==> src/rtl/divmod_pkg.sv <==
package divmod_pkg;
    localparam int DEF_W = 64;

    typedef enum logic [0:0] {
        PH_IDLE = 1'b0,
        PH_RUN  = 1'b1
    } phase_e;

    typedef struct packed {
        logic accept;
        logic running;
        logic final_step;
        logic idle;
    } ctrl_t;
endpackage

==> src/rtl/divmod_screen.sv <==
module divmod_screen #(
    parameter int W = divmod_pkg::DEF_W
) (
    input  logic [W-1:0] upper,
    input  logic [W-1:0] dv,
    output logic         fits
);
    // quotient fits in W bits only when upper word < divisor; also rejects dv == 0
    always_comb fits = (dv != '0) && (upper < dv);
endmodule

==> src/rtl/divmod_step.sv <==
module divmod_step #(
    parameter int W = divmod_pkg::DEF_W
) (
    input  logic [W-1:0] part_in,
    input  logic         next_bit,
    input  logic [W-1:0] dv,
    output logic [W-1:0] part_out,
    output logic         q_bit
);
    logic [W:0] shifted;
    logic [W:0] trial;

    always_comb begin
        shifted  = {part_in, next_bit};
        trial    = shifted - {1'b0, dv};
        q_bit    = (shifted >= {1'b0, dv});
        part_out = q_bit ? trial[W-1:0] : shifted[W-1:0];
    end
endmodule

==> src/rtl/divmod_ctrl.sv <==
module divmod_ctrl #(
    parameter int W = divmod_pkg::DEF_W
) (
    input  logic                clk,
    input  logic                rst,
    input  logic                start,
    input  logic                fits,
    output divmod_pkg::ctrl_t   ctl
);
    import divmod_pkg::*;

    localparam int CW = $clog2(W);
    localparam logic [CW-1:0] LAST = CW'(W - 1);

    phase_e        phase_r;
    logic [CW-1:0] cnt_r;

    always_comb begin
        ctl.idle       = (phase_r == PH_IDLE);
        ctl.accept     = start && ctl.idle;
        ctl.running    = (phase_r == PH_RUN);
        ctl.final_step = ctl.running && (cnt_r == LAST);
    end

    always_ff @(posedge clk) begin
        if (rst) begin
            phase_r <= PH_IDLE;
            cnt_r   <= '0;
        end else if (ctl.accept && fits) begin
            phase_r <= PH_RUN;
            cnt_r   <= '0;
        end else if (ctl.running) begin
            cnt_r <= cnt_r + 1'b1;
            if (cnt_r == LAST) phase_r <= PH_IDLE;
        end
    end

    AST_COUNT_ZERO_WHEN_IDLE: assert property (@(posedge clk) disable iff (rst)
        $rose(ctl.running) |-> (cnt_r == '0)) else $error("count not cleared");
    AST_IGNORE_BUSY_START: assert property (@(posedge clk) disable iff (rst)
        (ctl.running && !ctl.final_step) |=> ctl.running) else $error("run cut short");
endmodule

==> src/rtl/divmod_unit.sv <==
module divmod_unit #(
    parameter int W = divmod_pkg::DEF_W
) (
    input  logic         clk,
    input  logic         rst,
    input  logic         start,
    input  logic [W-1:0] dvd_hi,
    input  logic [W-1:0] dvd_lo,
    input  logic [W-1:0] divisor,
    output logic [W-1:0] quo,
    output logic [W-1:0] rem,
    output logic         done
);
    import divmod_pkg::*;

    ctrl_t        ctl;
    logic         fits;
    logic [W:0]   part_r;   // one spare bit above the divisor width
    logic [W-1:0] shf_r;    // low dividend bits out the top, quotient bits in the bottom
    logic [W-1:0] dv_r;
    logic [W-1:0] quo_r;
    logic [W-1:0] rem_r;
    logic         done_r;
    logic [W-1:0] part_nx;
    logic         qb;

    divmod_screen #(.W(W)) u_screen (
        .upper (dvd_hi),
        .dv    (divisor),
        .fits  (fits)
    );

    divmod_ctrl #(.W(W)) u_ctrl (
        .clk   (clk),
        .rst   (rst),
        .start (start),
        .fits  (fits),
        .ctl   (ctl)
    );

    divmod_step #(.W(W)) u_step (
        .part_in  (part_r[W-1:0]),
        .next_bit (shf_r[W-1]),
        .dv       (dv_r),
        .part_out (part_nx),
        .q_bit    (qb)
    );

    always_ff @(posedge clk) begin
        if (rst) begin
            part_r <= '0;
            shf_r  <= '0;
            dv_r   <= '0;
            quo_r  <= '0;
            rem_r  <= '0;
            done_r <= 1'b0;
        end else begin
            done_r <= 1'b0;
            if (ctl.accept && fits) begin
                part_r <= {1'b0, dvd_hi};
                shf_r  <= dvd_lo;
                dv_r   <= divisor;
            end else if (ctl.accept) begin
                quo_r  <= '1;
                rem_r  <= '0;
                done_r <= 1'b1;
            end else if (ctl.running) begin
                part_r <= {1'b0, part_nx};
                shf_r  <= {shf_r[W-2:0], qb};
                if (ctl.final_step) begin
                    quo_r  <= {shf_r[W-2:0], qb};
                    rem_r  <= part_nx;
                    done_r <= 1'b1;
                end
            end
        end
    end

    assign quo  = quo_r;
    assign rem  = rem_r;
    assign done = done_r;

    AST_PART_BELOW_DIVISOR: assert property (@(posedge clk) disable iff (rst)
        ctl.running |-> (part_r < {1'b0, dv_r})) else $error("partial remainder too large");
    AST_SPARE_BIT_CLEAR: assert property (@(posedge clk) disable iff (rst)
        ctl.running |-> !part_r[W]) else $error("spare bit set");
    AST_ERR_EARLY_DONE: assert property (@(posedge clk) disable iff (rst)
        (ctl.accept && !fits) |=> (done && quo == '1 && rem == '0)) else $error("bad error result");
    AST_DONE_SINGLE: assert property (@(posedge clk) disable iff (rst)
        (done && !start) |=> !done) else $error("done held");
    AST_RESULT_HOLD: assert property (@(posedge clk) disable iff (rst)
        !done |-> ($stable(quo) && $stable(rem))) else $error("result moved");
    AST_DONE_NOT_RUNNING: assert property (@(posedge clk) disable iff (rst)
        $onehot0({done, ctl.running})) else $error("done while running");
endmodule

==> config.mk <==
export PLATFORM = sky130hd
export DESIGN_NAME = divmod_unit
export DESIGN_NICKNAME = d
export VERILOG_FILES = /design/src/rtl/divmod_pkg.sv /design/src/rtl/divmod_screen.sv /design/src/rtl/divmod_step.sv /design/src/rtl/divmod_ctrl.sv /design/src/rtl/divmod_unit.sv
export SDC_FILE = /design/constraint.sdc
export NUM_CORES = 1
export LEC_CHECK = 0
export ABC_AREA = 1
export BUFFER_PORTS_ARGS = -buffer_cell sky130_fd_sc_hd__clkbuf_2
export CORE_ASPECT_RATIO = 1.1
export CORE_MARGIN = 4
export CORE_UTILIZATION = 40
export CTS_CLUSTER_DIAMETER = 100
export DETAILED_ROUTE_END_ITERATION = 16
export GPL_TIMING_DRIVEN = 0
export PLACE_DENSITY_LB_ADDON = 0.2
export SLEW_MARGIN = 15
export SYNTH_ARGS = -nofsm -noshare
export SYNTH_HDL_FRONTEND = slang
export SYNTH_SLANG_ARGS = --single-unit
==> constraint.sdc <==
create_clock -name clk -period 7.3 [get_ports clk]
set_clock_uncertainty 0.2 [all_clocks]
set_input_delay 1.095 -clock clk [delete_from_list [all_inputs] [get_ports clk]]
set_output_delay 1.095 -clock clk [all_outputs]
set_load 0.01 [all_outputs]
==> impl_metrics.json, run 1 <==
{
  "drt-total-wl_mm": 85.1,
  "hold_buffers": 0,
  "outcome": "finished clean",
  "vias": 24000,
  "syn-mean-instance-area_um2": 6.05,
  "max_cap_viol_count": 0,
  "cts_tree": "built",
  "grt_use_total_pct": 27.9,
  "synth_most_common_cell": "nand2_1",
  "setup_tns_ps": 0,
  "hold_class": "flip-flop to flip-flop",
  "worst_setup_path_start_kind": "input port",
  "tightestPinTransition_ps": 1090,
  "root_buffer": "clkbuf_16",
  "die_x_um": 232,
  "cts.sinks": 328,
  "yosys_warnings": 0,
  "drc_errors": 0,
  "n_fill_cell": 6043,
  "cp_max_fo": 10,
  "p_total_uw": 7520,
  "clkLatencyLatePin_ps": 560,
  "layout.nets": 4351,
  "grt_pass1_vias": 22800,
  "rsz0062_at_grt": "false",
  "setup_violations": 0,
  "r2r_slack_ps": 3510,
  "peakVddDrop_mv": 0.200,
  "num_rows": 90,
  "synth-compound-area-share_pct": 8.48,
  "hpwl_mm": 69.0,
  "die_h_um": 255,
  "core-area_um2": 54800,
  "p_per_area_nw_per_um2": 291,
  "grt_overflow_total": 0,
  "drtIter0Drc": 1954,
  "ios": 324,
  "synthXorXnorAreaFrac_pct": 1.26,
  "min_period_ps": 4330,
  "period_share_pct": 59.3,
  "gp_congestion": 0.999,
  "netlist_area_um2": 22200,
  "synth-edff-count": 0,
  "grt-busiest-layer": "met2",
  "cts_setup_buffers": 0,
  "cts_max_level": 2,
  "use_met3_pct": 5.29,
  "clkSlewWorstSetupHoldPaths_ps": 60,
  "clockBufferDepth": 3,
  "synth_nets": 3989,
  "max_freq_ghz": 0.231,
  "synth-seq-cells": 328,
  "cts_resized": 0,
  "start_util_pct": 40.4,
  "synth_common_cells": "nand2_1 (1028), nand3_1 (630), inv_1 (589)",
  "grtUsageMet1_pct": 34.8,
  "synth_simple_gate_area_share_pct": 39.5,
  "synth_top_family_by_area": "simple AND/OR/NAND/NOR gates",
  "synthArstFlopShare_pct": 0,
  "synthAdderAreaFrac_pct": 7.31,
  "cts_buffers": 38,
  "drv_slew": 0,
  "grt_use_met2_pct": 48.7,
  "post_drt_wl_per_cell_um": 17.8,
  "p_leak_uw": 0.0141,
  "synth.area.top_cells": "dfxtp_1 (30%), nand2_1 (17%), nand3_1 (14%)",
  "critPathKind": "input port to flip-flop",
  "grt_max_degree": 14,
  "areaGrowthSynthToFinish_pct": 16.8,
  "vias_per_cell": 5.00,
  "grt_pass1_wl_mm": 129,
  "dr.pass1.iters": 5,
  "die_area_um2": 59300,
  "synth.distinct_cells": 41,
  "hold_ws_ps": 259,
  "required_ps": 7580,
  "grt_antenna_before_repair": 6,
  "syn_inst": 3665,
  "cp.arrival_ps": 4610,
  "drive_gt1_share_pct": 12.5,
  "endpoint_kind": "flip-flop",
  "drtAntennaViolNets": 0,
  "synth_top_flop_cell": "dfxtp_1",
  "hold_viol": 0,
  "synth.yosys.seq_area_share_pct": 29.6,
  "port_buffers": 322,
  "yosysTopAreaCellShare_pct": 29.6,
  "yosysTopAreaCell": "dfxtp_1",
  "muxShareOfSynthArea_pct": 0,
  "maxSlewHeadroom_pct": 27.1,
  "final_util_pct": 47.2
}
[power by group]
part / switching (uW) / internal, uW / total (uW)
clock: 794 / 1040 / 1830
sequential: 102 / 1950 / 2050
combinational: 2530 / 1100 / 3640
total: 3430 / 4090 / 7520
[cell families (layout without fill, tap and decap cells)]
logic type      count (synthesis)  after routing
compound gates                369            369
flops                         328            328
other cells                     0              2
simple gates                 2033           2033
buf+inv                       774           1162
xor+xnor                       32             32
fa+ha+maj                     129            129
[metal layers]
layer / vias to the layer above / wire length (um)
met5: - / 27
met4: 6 / 2950
met3: 139 / 5770
met2: 685 / 40500
met1: 10800 / 35900
li1: 12300 / -
[cell type report]
class                           count  area (um2)  share of cell area [%]
Tap cell                          736         921                    3.56
Sequential cell                   328        6570                    25.4
Timing Repair Buffer              322        1610                    6.23
Inverter                          600        2250                    8.70
Buffer                            174         820                    3.17
Antenna cell                        2        5.00                  0.0193
Multi-Input combinational cell   2563       12500                    48.4
Clock inverter                     11        90.1                   0.348
Clock buffer                       55        1090                    4.20
[metrics by stage]
stage | area [um2] | worst slack (ps) | std cells
2_1_floorplan | 22200 | 4150 | 3665
3_3_place_gp | 24700 | 2440 | 4723
3_5_place_dp | 24700 | 2450 | 4723
4_1_cts | 25900 | 3030 | 4789
5_1_grt | 25900 | 2740 | 4790
6_report | 25900 | 2970 | 4791
[path summary, 6_finish.rpt]
path / startpoint / end / cells past startpoint
worst max-delay path: divisor[27] / rem[44] / 10
worst min-delay path: rem[32] / rem[32] / 2
worst max register to register: u_ctrl.cnt_r[1] / rem[13] / 12
worst min register to register: rem[32] / rem[32] / 2
[layout by cell type (no fill, tap or decap), types with 2 or more instances in the layout]
cell type	count
nand3_2	8
clkinv_8	2
buf_4	12
or2_2	3
a21oi_1	208
clkbuf_1	85
nor2_4	2
o21bai_1	6
inv_2	8
nor2_2	11
nand2_2	6
clkinv_1	3
inv_1	589
buf_12	2
dfxtp_1	328
diode_2	2
xor2_1	30
nor2_1	261
or2_1	3
ha_1	128
clkbuf_2	323
clkinvlp_4	2
o21ai_0	149
clkbuf_8	5
clkbuf_16	39
clkinv_2	5
nor3_1	22
nand3_1	630
nand4_1	31
and2_1	3
nor3b_1	3
nand2_1	1028
nand3b_1	8
xnor2_1	2
buf_1	15
nand2_4	2
nor4_1	9
buf_2	70
[flip-flops by register name (all words and copies together) (netlist names)]
signal          flops
done                1
dv_r               64
part_r             64
quo                64
rem                64
shf_r              64
u_ctrl.cnt_r        6
u_ctrl.phase_r      1
[worst max-delay path, cell delays in order]
cell	delay, ps
clkbuf_2	110
nor4_1	750
nand4_1	400
nor2_1	630
nand3_1	180
nand4_2	220
buf_2	410
buf_2	430
nand3_1	180
a21oi_1	180
Power figures use the tool's default switching activity.
==> run 2, diff against run 1 <==
--- a/config.mk
+++ b/config.mk
@@ -5,7 +5,7 @@
 export SDC_FILE = /design/constraint.sdc
 export NUM_CORES = 1
 export LEC_CHECK = 0
-export ABC_AREA = 1
+export ABC_AREA = 0
 export BUFFER_PORTS_ARGS = -buffer_cell sky130_fd_sc_hd__clkbuf_2
 export CORE_ASPECT_RATIO = 1.1
 export CORE_MARGIN = 4
==> constraint.sdc (replaced) <==
create_clock -name clk -period 3.6 [get_ports clk]
set_clock_uncertainty 0.2 [all_clocks]
set_input_delay 0.54 -clock clk [delete_from_list [all_inputs] [get_ports clk]]
set_output_delay 0.54 -clock clk [all_outputs]
set_load 0.01 [all_outputs]
==> run 2 against run 1 <==
The flow now finishes with violations (setup timing). Register-to-register slack got worse by 3600 ps. First-iteration DRC count increased by 13%. Worst setup slack worse by 3100 ps. Clock power up 110%. Largest power group unchanged.
==> impl_metrics.json, run 2 <==
{
  "setup_violations": 25,
  "drc_errors": 0,
  "netlist_area_um2": 19200,
  "vias_per_cell": 6.13,
  "max_stage_delay_ps": 560,
  "cp_max_fo": 6,
  "synth_common_cells": "dfxtp_1 (328), a21oi_1 (264), nor2_1 (251)",
  "syn_inst": 2410,
  "final_cell_mix": "clkbuf_2 (362), dfxtp_1 (315), nor2_1 (243)",
  "grt_antenna_before_repair": 4,
  "min_period_ps": 3690,
  "grt_pass1_vias": 20400,
  "r2r_end": "part_r[34]",
  "synth.area.top_cells": "dfxtp_1 (34%), ha_1 (8.4%), a21oi_1 (6.9%)",
  "hold_ws_ps": 17.0,
  "die_x_um": 217,
  "synth.distinct_cells": 81,
  "ios": 324,
  "dp.cells": 3371,
  "setup_tns_ps": -932,
  "crit-reg2reg-launch": "dv_r[39]",
  "cts.sinks": 328,
  "vias": 21400,
  "rsz0062_at_grt": "true",
  "synth-edff-count": 0,
  "p_total_uw": 20200,
  "core-area_um2": 47000,
  "gp_congestion": 1.02,
  "hold_class": "input port to flip-flop",
  "synth.yosys.seq_area_share_pct": 34.3,
  "maxSlewHeadroom_pct": 11.3,
  "max_cap_viol_count": 0,
  "yosysTopAreaCell": "dfxtp_1",
  "p_leak_uw": 0.0107,
  "grt_pass1_wl_mm": 131,
  "yosys_warnings": 0,
  "post_drt_wl_per_cell_um": 26.4,
  "clkLatencyLatePin_ps": 580,
  "period_share_pct": 103,
  "root_buffer": "clkbuf_16",
  "drt-total-wl_mm": 92.0,
  "worst_setup_path_start_kind": "flip-flop",
  "grt_max_degree": 13,
  "grt_use_total_pct": 33.3,
  "p_per_area_nw_per_um2": 796,
  "fin_cells": 3489,
  "drv_slew": 0,
  "cts_buffers": 38,
  "required_ps": 3810,
  "cp.arrival_ps": 3910,
  "crit_end": "part_r[34]",
  "num_rows": 83,
  "r2r_slack_ps": -90,
  "multi_input_area_um2": 12800,
  "synth_nets": 2734,
  "setup_ws_ps": -91.5,
  "drive_gt1_share_pct": 29.2,
  "layout.nets": 3149,
  "dr.pass1.iters": 8,
  "tightestPinTransition_ps": 1330,
  "crit_path_start": "dv_r[39]",
  "die_h_um": 238,
  "max_freq_ghz": 0.271,
  "synth-seq-cells": 328,
  "regArea_um2": 6590,
  "synthArstFlopShare_pct": 0,
  "cts_max_level": 2,
  "drtIter0Drc": 2212,
  "synth_most_common_cell": "dfxtp_1",
  "hpwl_mm": 69.3,
  "die_area_um2": 51500,
  "start_util_pct": 40.7,
  "hold_viol": 0,
  "endpoint_kind": "flip-flop",
  "synth_top_flop_cell": "dfxtp_1",
  "cts_tree": "built",
  "critPathKind": "flip-flop to flip-flop",
  "cp_cell_sequence": "inv_2, ha_4, nand4_1, buf_6, or4_4, or4b_4, o21ai_4, a211oi_4, and2_4, buf_12, buf_12, a2111o_1, o2111ai_2, o311ai_1",
  "clockBufferDepth": 3,
  "areaGrowthSynthToFinish_pct": 32.6,
  "drtAntennaViolNets": 0,
  "violations": "setup timing",
  "crit_top_cell": "buf_12",
  "syn-mean-instance-area_um2": 7.95,
  "peakVddDrop_mv": 0.457,
  "final_util_pct": 54.0,
  "crit_slowest_cell": "or4b_4",
  "clkSlewWorstSetupHoldPaths_ps": 70,
  "final_common_cell": "clkbuf_2",
  "n_fill_cell": 4483,
  "grt_overflow_total": 0,
  "yosysTopAreaCellShare_pct": 34.3,
  "port_buffers": 323,
  "outcome": "finished with violations",
  "r2r_cells": 14
}
## run 2: area by class of cell
| class | count | area share, % |
|---|---|---|
| Sequential cell | 328 | 25.9 |
| Antenna cell | 3 | 0.0295 |
| Buffer | 149 | 3.77 |
| Tap cell | 637 | 3.14 |
| Timing Repair Buffer | 397 | 9.79 |
| Inverter | 160 | 2.36 |
| Multi-Input combinational cell | 1751 | 50.2 |
| Clock inverter | 9 | 0.596 |
| Clock buffer | 55 | 4.20 |
## run 2: repair_timing
action	in CTS	in global routing
endpoints found under the hold margin	1	0
hold buffers	1	0
cloned	2	6
resized for setup	269	248
buffers inserted	27	37
endpoints found under the setup margin	328	283
pin swaps	36	75
## run 2: cell families after synthesis
group	share of synthesized area, %
buffers and inverters	6.75
adders and majority gates	8.46
and+or+nand+nor	17.3
DFF	34.3
AOI/OAI and AO/OA	28.7
xor gates and xnor gates	2.15
muxes	2.38
## run 2: metrics by stage
step,worst slack (ps),cell area (um2)
finish,-91.5,25400
global route,-160,25400
CTS,-89.6,24000
detailed placement,-1680,21600
global placement,-2120,21600
floorplan,80.1,19200
## run 2: routing by layer
layer / track usage (%) / vias to the layer above / share of wire (%)
met5: 0 / - / 0
met4: 16.4 / 0 / 6.1
met3: 5.71 / 302 / 7.9
met2: 55.4 / 1061 / 46
met1: 41.9 / 10300 / 40
li1: - / 9675 / -
## run 2: critical path: cells and delay by family (launching register included)
kind / cells / cell delay, ps
buffers and inverters: 4 / 500
AO/OA/AOI/OAI: 5 / 840
flip-flops: 1 / 320
AND/OR/NAND/NOR: 4 / 1390
adder cells (fa/ha/maj): 1 / 270
## run 2: power breakdown
part	switching (uW)	internal (uW)	total [uW]
Sequential	309	3970	4280
Combinational	7010	5030	12000
Clock	1620	2280	3900
Total	8940	11300	20200
## run 2: how the worst min path moves through the flow
| stage | start | endpoint | cells after the start |
|---|---|---|---|
| after floorplan | shf_r[62] | shf_r[62] | 2 |
| after global placement | rem[34] | rem[34] | 2 |
| after detailed placement | rem[34] | rem[34] | 2 |
| after CTS | dvd_hi[3] | part_r[3] | 3 |
| after global routing | dvd_hi[33] | part_r[33] | 2 |
| final | dvd_hi[33] | part_r[33] | 2 |
